### src/rtl/spi_word_pkg.sv
package spi_word_pkg;
  typedef enum logic [2:0] {
    ST_IDLE  = 3'd0,
    ST_LEAD  = 3'd1,
    ST_SHIFT = 3'd2,
    ST_TRAIL = 3'd3,
    ST_GAP   = 3'd4
  } sw_state_e;
endpackage

### src/rtl/spi_word_phase.sv
// Half-period timer: pulses tick_o every HALF_DIV cycles while run_i is high.
module spi_word_phase #(
  parameter int HALF_DIV = 4
) (
  input  logic clk,
  input  logic rst_n,
  input  logic run_i,
  output logic tick_o
);
  localparam int CW = (HALF_DIV > 1) ? $clog2(HALF_DIV) : 1;
  localparam logic [CW-1:0] LAST = CW'(HALF_DIV - 1);

  logic [CW-1:0] cnt_q, cnt_d;

  always_comb begin
    cnt_d = cnt_q;
    if (!run_i)           cnt_d = '0;
    else if (cnt_q == LAST) cnt_d = '0;
    else                  cnt_d = cnt_q + 1'b1;
  end

  always_ff @(posedge clk or negedge rst_n) begin
    if (!rst_n) cnt_q <= '0;
    else        cnt_q <= cnt_d;
  end

  assign tick_o = run_i && (cnt_q == LAST);
endmodule

### src/rtl/spi_word_gap.sv
// Guard-interval timer: done_o rises in the GAP_CYC-th cycle of en_i.
module spi_word_gap #(
  parameter int GAP_CYC = 10
) (
  input  logic clk,
  input  logic rst_n,
  input  logic en_i,
  output logic done_o
);
  localparam int CW = (GAP_CYC > 1) ? $clog2(GAP_CYC) : 1;
  localparam logic [CW-1:0] LAST = CW'(GAP_CYC - 1);

  logic [CW-1:0] cnt_q, cnt_d;

  always_comb begin
    cnt_d = cnt_q;
    if (!en_i || cnt_q == LAST) cnt_d = '0;
    else                        cnt_d = cnt_q + 1'b1;
  end

  always_ff @(posedge clk or negedge rst_n) begin
    if (!rst_n) cnt_q <= '0;
    else        cnt_q <= cnt_d;
  end

  assign done_o = en_i && (cnt_q == LAST);
endmodule

### src/rtl/spi_word_shift.sv
// Transmit shifter with optional receive capture, MSB first both ways.
module spi_word_shift #(
  parameter int W          = 16,
  parameter bit CAPTURE_EN = 1'b1
) (
  input  logic         clk,
  input  logic         rst_n,
  input  logic         load_i,
  input  logic [W-1:0] word_i,
  input  logic         shift_i,
  input  logic         miso_i,
  output logic         mosi_o,
  output logic [W-1:0] rx_o
);
  logic [W-1:0] tx_q, tx_d;

  always_comb begin
    tx_d = tx_q;
    if (load_i)       tx_d = word_i;
    else if (shift_i) tx_d = {tx_q[W-2:0], 1'b0};
  end

  always_ff @(posedge clk or negedge rst_n) begin
    if (!rst_n) tx_q <= '0;
    else        tx_q <= tx_d;
  end

  assign mosi_o = tx_q[W-1];

  generate
    if (CAPTURE_EN) begin : g_cap
      logic [W-1:0] rx_q, rx_d;
      always_comb begin
        rx_d = rx_q;
        if (shift_i) rx_d = {rx_q[W-2:0], miso_i};
      end
      always_ff @(posedge clk or negedge rst_n) begin
        if (!rst_n) rx_q <= '0;
        else        rx_q <= rx_d;
      end
      assign rx_o = rx_q;
    end else begin : g_nocap
      logic unused_miso;
      assign unused_miso = miso_i;
      assign rx_o = '0;
    end
  endgenerate
endmodule

### src/rtl/spi_word_tx.sv
module spi_word_tx
  import spi_word_pkg::*;
#(
  parameter int ADDR_W     = 8,
  parameter int DATA_W     = 8,
  parameter int HALF_DIV   = 4,
  parameter int GAP_CYC    = 10,
  parameter bit CAPTURE_EN = 1'b1
) (
  input  logic                     clk,
  input  logic                     rst_n,
  input  logic                     start_i,
  input  logic [ADDR_W-1:0]        addr_i,
  input  logic [DATA_W-1:0]        data_i,
  output logic                     ready_o,
  output logic                     cs_n_o,
  output logic                     sclk_o,
  output logic                     mosi_o,
  input  logic                     miso_i,
  output logic [ADDR_W+DATA_W-1:0] rdata_o,
  output logic                     rdata_vld_o
);
  localparam int W  = ADDR_W + DATA_W;
  localparam int BW = $clog2(W);
  localparam logic [BW-1:0] LAST_BIT = BW'(W - 1);

  sw_state_e     st_q, st_d;
  logic [BW-1:0] bcnt_q, bcnt_d;
  logic          sclk_q, sclk_d;
  logic          csn_q, csn_d;
  logic [W-1:0]  rdata_q, rdata_d;
  logic          vld_q, vld_d;
  logic          load, shift, tick, gap_done, run;
  logic [W-1:0]  rx_word;

  assign run = (st_q == ST_LEAD) || (st_q == ST_SHIFT) || (st_q == ST_TRAIL);

  spi_word_phase #(.HALF_DIV(HALF_DIV)) u_phase (
    .clk(clk), .rst_n(rst_n), .run_i(run), .tick_o(tick)
  );

  spi_word_gap #(.GAP_CYC(GAP_CYC)) u_gap (
    .clk(clk), .rst_n(rst_n), .en_i(st_q == ST_GAP), .done_o(gap_done)
  );

  spi_word_shift #(.W(W), .CAPTURE_EN(CAPTURE_EN)) u_shift (
    .clk(clk), .rst_n(rst_n), .load_i(load), .word_i({addr_i, data_i}),
    .shift_i(shift), .miso_i(miso_i), .mosi_o(mosi_o), .rx_o(rx_word)
  );

  // Next-state logic
  always_comb begin
    st_d    = st_q;
    bcnt_d  = bcnt_q;
    sclk_d  = sclk_q;
    csn_d   = csn_q;
    rdata_d = rdata_q;
    vld_d   = 1'b0;
    load    = 1'b0;
    shift   = 1'b0;
    unique case (st_q)
      ST_IDLE: if (start_i) begin
        st_d   = ST_LEAD;
        csn_d  = 1'b0;
        bcnt_d = '0;
        load   = 1'b1;
      end
      ST_LEAD: if (tick) begin
        st_d   = ST_SHIFT;
        sclk_d = 1'b1;
      end
      ST_SHIFT: if (tick) begin
        if (sclk_q) begin
          sclk_d = 1'b0;
          shift  = 1'b1;          // falling edge: capture and advance
          bcnt_d = bcnt_q + 1'b1;
          if (bcnt_q == LAST_BIT) st_d = ST_TRAIL;
        end else begin
          sclk_d = 1'b1;
        end
      end
      ST_TRAIL: if (tick) begin
        st_d    = ST_GAP;
        csn_d   = 1'b1;
        rdata_d = rx_word;
        vld_d   = 1'b1;
      end
      ST_GAP: if (gap_done) st_d = ST_IDLE;
      default: st_d = ST_IDLE;
    endcase
  end

  // State registers
  always_ff @(posedge clk or negedge rst_n) begin
    if (!rst_n) begin
      st_q    <= ST_IDLE;
      bcnt_q  <= '0;
      sclk_q  <= 1'b0;
      csn_q   <= 1'b1;
      rdata_q <= '0;
      vld_q   <= 1'b0;
    end else begin
      st_q    <= st_d;
      bcnt_q  <= bcnt_d;
      sclk_q  <= sclk_d;
      csn_q   <= csn_d;
      rdata_q <= rdata_d;
      vld_q   <= vld_d;
    end
  end

  assign ready_o     = (st_q == ST_IDLE);
  assign cs_n_o      = csn_q;
  assign sclk_o      = sclk_q;
  assign rdata_o     = rdata_q;
  assign rdata_vld_o = vld_q;
endmodule

### config.mk
export PLATFORM = sky130hd
export DESIGN_NAME = spi_word_tx
export DESIGN_NICKNAME = d
export VERILOG_FILES = /design/src/rtl/spi_word_pkg.sv /design/src/rtl/spi_word_phase.sv /design/src/rtl/spi_word_gap.sv /design/src/rtl/spi_word_shift.sv /design/src/rtl/spi_word_tx.sv
export SDC_FILE = /design/constraint.sdc
export NUM_CORES = 1
export LEC_CHECK = 0
export BUFFER_PORTS_ARGS = -buffer_cell sky130_fd_sc_hd__buf_2
export CELL_PAD_IN_SITES_DETAIL_PLACEMENT = 0
export CELL_PAD_IN_SITES_GLOBAL_PLACEMENT = 1
export CORE_ASPECT_RATIO = 0.9
export CORE_MARGIN = 2
export CORE_UTILIZATION = 49
export CTS_CLUSTER_SIZE = 24
export DETAILED_ROUTE_END_ITERATION = 8
export GPL_ROUTABILITY_DRIVEN = 0
export MAX_ROUTING_LAYER = met4
export PLACE_DENSITY = 0.83
export SYNTH_ARGS = -nofsm -noshare
export SYNTH_HDL_FRONTEND = slang
export SYNTH_HIERARCHICAL = 1
export SYNTH_SLANG_ARGS = --single-unit
export TNS_END_PERCENT = 1
### constraint.sdc
create_clock -name clk -period 6.2 [get_ports clk]
set_input_delay 1.55 -clock clk [delete_from_list [all_inputs] [get_ports clk]]
set_output_delay 1.55 -clock clk [all_outputs]
set_load 0.05 [all_outputs]
==> summary.md <==
| Metric | Value |
|---|---|
| Status | `complete, no violations` |
| Final cell count without fillers | `339` |
| Share of layout cells above drive strength 1 | `36.4%` |
| Number of vias per cell | `5.01` |
| Arr. time, crit path | `1.44 ns` |
| Power Total | `0.818 mW` |
| Crit path largest cell delay | `0.54 ns` |
| Routed wire per std cell | `13.5 um` |
| H-tree depth | `3` |
| Fin Setup TNS | `0 ns` |
| DIE HEIGHT | `76.7 um` |
| CTS root buf | `clkbuf_8` |
| Setup CP Type | `flip-flop to primary output` |
| Cells after DPL | `323` |
| Via count | `1700` |
| ANT cells | `0` |
| Slowest-stage cell, CP | `dfrtp_1` |
| DR DRC count | `0` |
| Max-slew headroom | `21.4%` |
| RSZ-0062 raised after global routing | `no` |
| Hold crit path type | `flip-flop to flip-flop` |
| Area Growth Syn to Fin | `14.4%` |
| ANT nets after route | `0` |
| Reg clk slew, reported paths | `0.07 ns` |
| Die ar. | `6500 sq um` |
| M2 GR Usage | `21.2%` |
| Max Cap Viol | `0` |
| Final instance area | `3290 sq um` |
| DRT iter0 DRCs | `83` |
| Grt ovf | `0` |
| Crit-path cells | `nor3_1 > buf_2` |
| Seq/Total Area, Yosys | `55.7%` |
| Starting Density | `50.8%` |
| Max-slew violation count | `0` |
| Worst-skew pair later-pin latency | `0.34 ns` |
| Pre-antenna DRT Iters | `4` |
| Cts hold-fix bufs | `0` |
| Final hold vios | `0` |
| Fin nets | `288` |
| Yosys Warn Count | `6` |
| Worst slack, placed | `3.40 ns` |
| CTS sink count | `64` |
| Setup WS post-layout | `3.21 ns` |
| Die Width | `84.8 um` |
| Worst hold margin | `0.453 ns` |
| Tot GR Track Use | `16.1%` |
| Hpwl dp | `2970 um` |
| Pwr per Cell Area | `248 nW/um^2` |
| Post-Syn Area | `2880 sq um` |
| GRT busiest layer | `met1` |
| Req. time, crit path | `4.65 ns` |
| Largest net degree at the start of global routing | `65` |
| CP max FO | `13` |
| Post-synth cell types | `40` |
| Dominant synthesized flop cell | `dfrtp_1` |
| Vias in the first global route | `1662` |
| Critical path capture point type | `primary output` |
| Post-synthesis register bit count | `64` |
| Highest Clock Rate | `0.334 GHz` |
| Layout Skew | `0.00810 ns` |
| Peak supply drop | `205 uV` |
| CTS buffer count | `9` |
| Worst slew pin tran | `1.18 ns` |
| Max clock buf depth | `2` |
| Post-layout util | `58.2%` |
| Initial antenna violation count | `0` |
| Min Tclk post-route | `2.99 ns` |
| CORE AREA | `5660 sq um` |
| Post-CTS Resized | `0` |
| Crit start category | `flip-flop` |
| Post-CTS Setup Bufs | `0` |
| Row cnt | `26` |
| Final setup vio count | `0` |
| Synth Area per Inst | `13.0 sq um` |
| Placed instance area | `3080 sq um` |
| Port bufs | `40` |
| Synth async-reset ratio | `100%` |
| I/O Pins | `41` |
| Post-synth EDFFs | `0` |
| Met3 GRT Util | `4.20%` |
| Period utilization | `48.3%` |
| GR Util met1 | `22.6%` |
| Post-Synthesis Cells | `221` |
| Post-Syn Nets | `245` |
| CTS tree | `yes` |
| Lkg Pwr | `1.53 nW` |
| First-pass GRT wire length | `7890 um` |
| Post-Route WL | `4580 um` |
==> cell usage in the layout (no fill, tap or decap), drive strengths merged, types with 2 or more instances in the layout <==
master    n
and2      3
nand2    23
nor3b     4
o21ai    20
dfrtp    63
bufinv    2
inv       9
nand2b    4
nand3     3
ha        4
clkinv    4
nor3      3
mux2     32
buf      42
a21oi     4
mux2i    16
nor2      7
clkbuf   10
a2bb2oi   2
a21boi    3
==> path summary, 6_finish.rpt <==
check,from,to,depth (start not counted),slack [ns]
max in group asynchronous,rst_n,bcnt_q[0],2,4.30
hold / removal,u_phase/cnt_q[0],u_phase/cnt_q[0],1,0.45
min in group asynchronous,rst_n,rdata_o[4],2,1.38
hold reg to reg,u_phase/cnt_q[0],u_phase/cnt_q[0],1,0.45
setup reg to reg,st_q[0],u_shift/rx_o[0],6,3.38
setup / recovery,st_q[0],ready_o,2,3.21
==> logic make-up after synthesis <==
kind of cell | count (synthesis) | synth area share (%)
XOR/XNOR | 1 | 0.304
flip-flops | 64 | 55.7
AND/OR/NAND/NOR | 53 | 9.61
multiplexers | 48 | 21.1
adder cells (fa/ha/maj) | 4 | 1.74
buffers and inverters | 19 | 5.00
AO/OA/AOI/OAI | 32 | 6.57
==> where the power goes <==
part           internal, mW  switching (mW)  leakage [nW]
Combinational       0.00697         0.00983         0.610
Sequential            0.419         0.00163         0.810
Clock                 0.225           0.155         0.110
Total                 0.651           0.167          1.53
==> routing by layer <==
layer / part of all wire (%) / up-vias
li1: - / 852
met1: 50 / 808
met2: 44 / 30
met3: 3.9 / 10
met4: 2.0 / 0
met5: 0 / -
==> state kept, by name (all words and copies together), names as in the netlist <==
signal         count
u_shift/rx_o      16
st_q               3
sclk_o             1
u_gap/cnt_q        4
cs_n_o             1
rdata_o           16
u_shift/tx_q      16
bcnt_q             4
rdata_vld_o        1
u_phase/cnt_q      2
==> critical path: cells and delay by family (launching register included) <==
kind | cells | cell delay [ns]
flip-flops | 1 | 0.54
buffers and inverters | 1 | 0.30
AND/OR/NAND/NOR | 1 | 0.28
==> cells in the mapped netlist (2+ instances only) <==
| cell | number | area share, % |
|---|---|---|
| a21oi_1 | 4 | 0.70 |
| mux2_4 | 23 | 12 |
| nand2b_1 | 4 | 0.87 |
| clkbuf_1 | 3 | 0.39 |
| nor2_1 | 7 | 0.91 |
| nor3b_1 | 3 | 0.78 |
| a21boi_0 | 2 | 0.52 |
| dfrtp_1 | 63 | 55 |
| mux2_2 | 9 | 3.5 |
| a2bb2oi_1 | 2 | 0.61 |
| o21ai_0 | 5 | 0.87 |
| nand2_1 | 23 | 3.0 |
| inv_1 | 8 | 1.0 |
| buf_2 | 2 | 0.35 |
| buf_12 | 3 | 2.1 |
| nand3_1 | 2 | 0.35 |
| and2_1 | 2 | 0.43 |
| o21ai_1 | 14 | 2.4 |
| mux2i_1 | 16 | 5.6 |
| nor3_1 | 3 | 0.52 |
| ha_1 | 4 | 1.7 |
==> area by class of cell <==
type | instances | area [sq um]
Sequential cell | 64 | 1600
Timing Repair Buffer | 42 | 215
Clock inverter | 6 | 83.8
Fill cell | 484 | 2370
Inverter | 9 | 36.3
Tap cell | 70 | 87.6
Clock buffer | 10 | 128
Multi-Input combinational cell | 138 | 1140
Note: power is estimated with default switching activity, not from simulation.
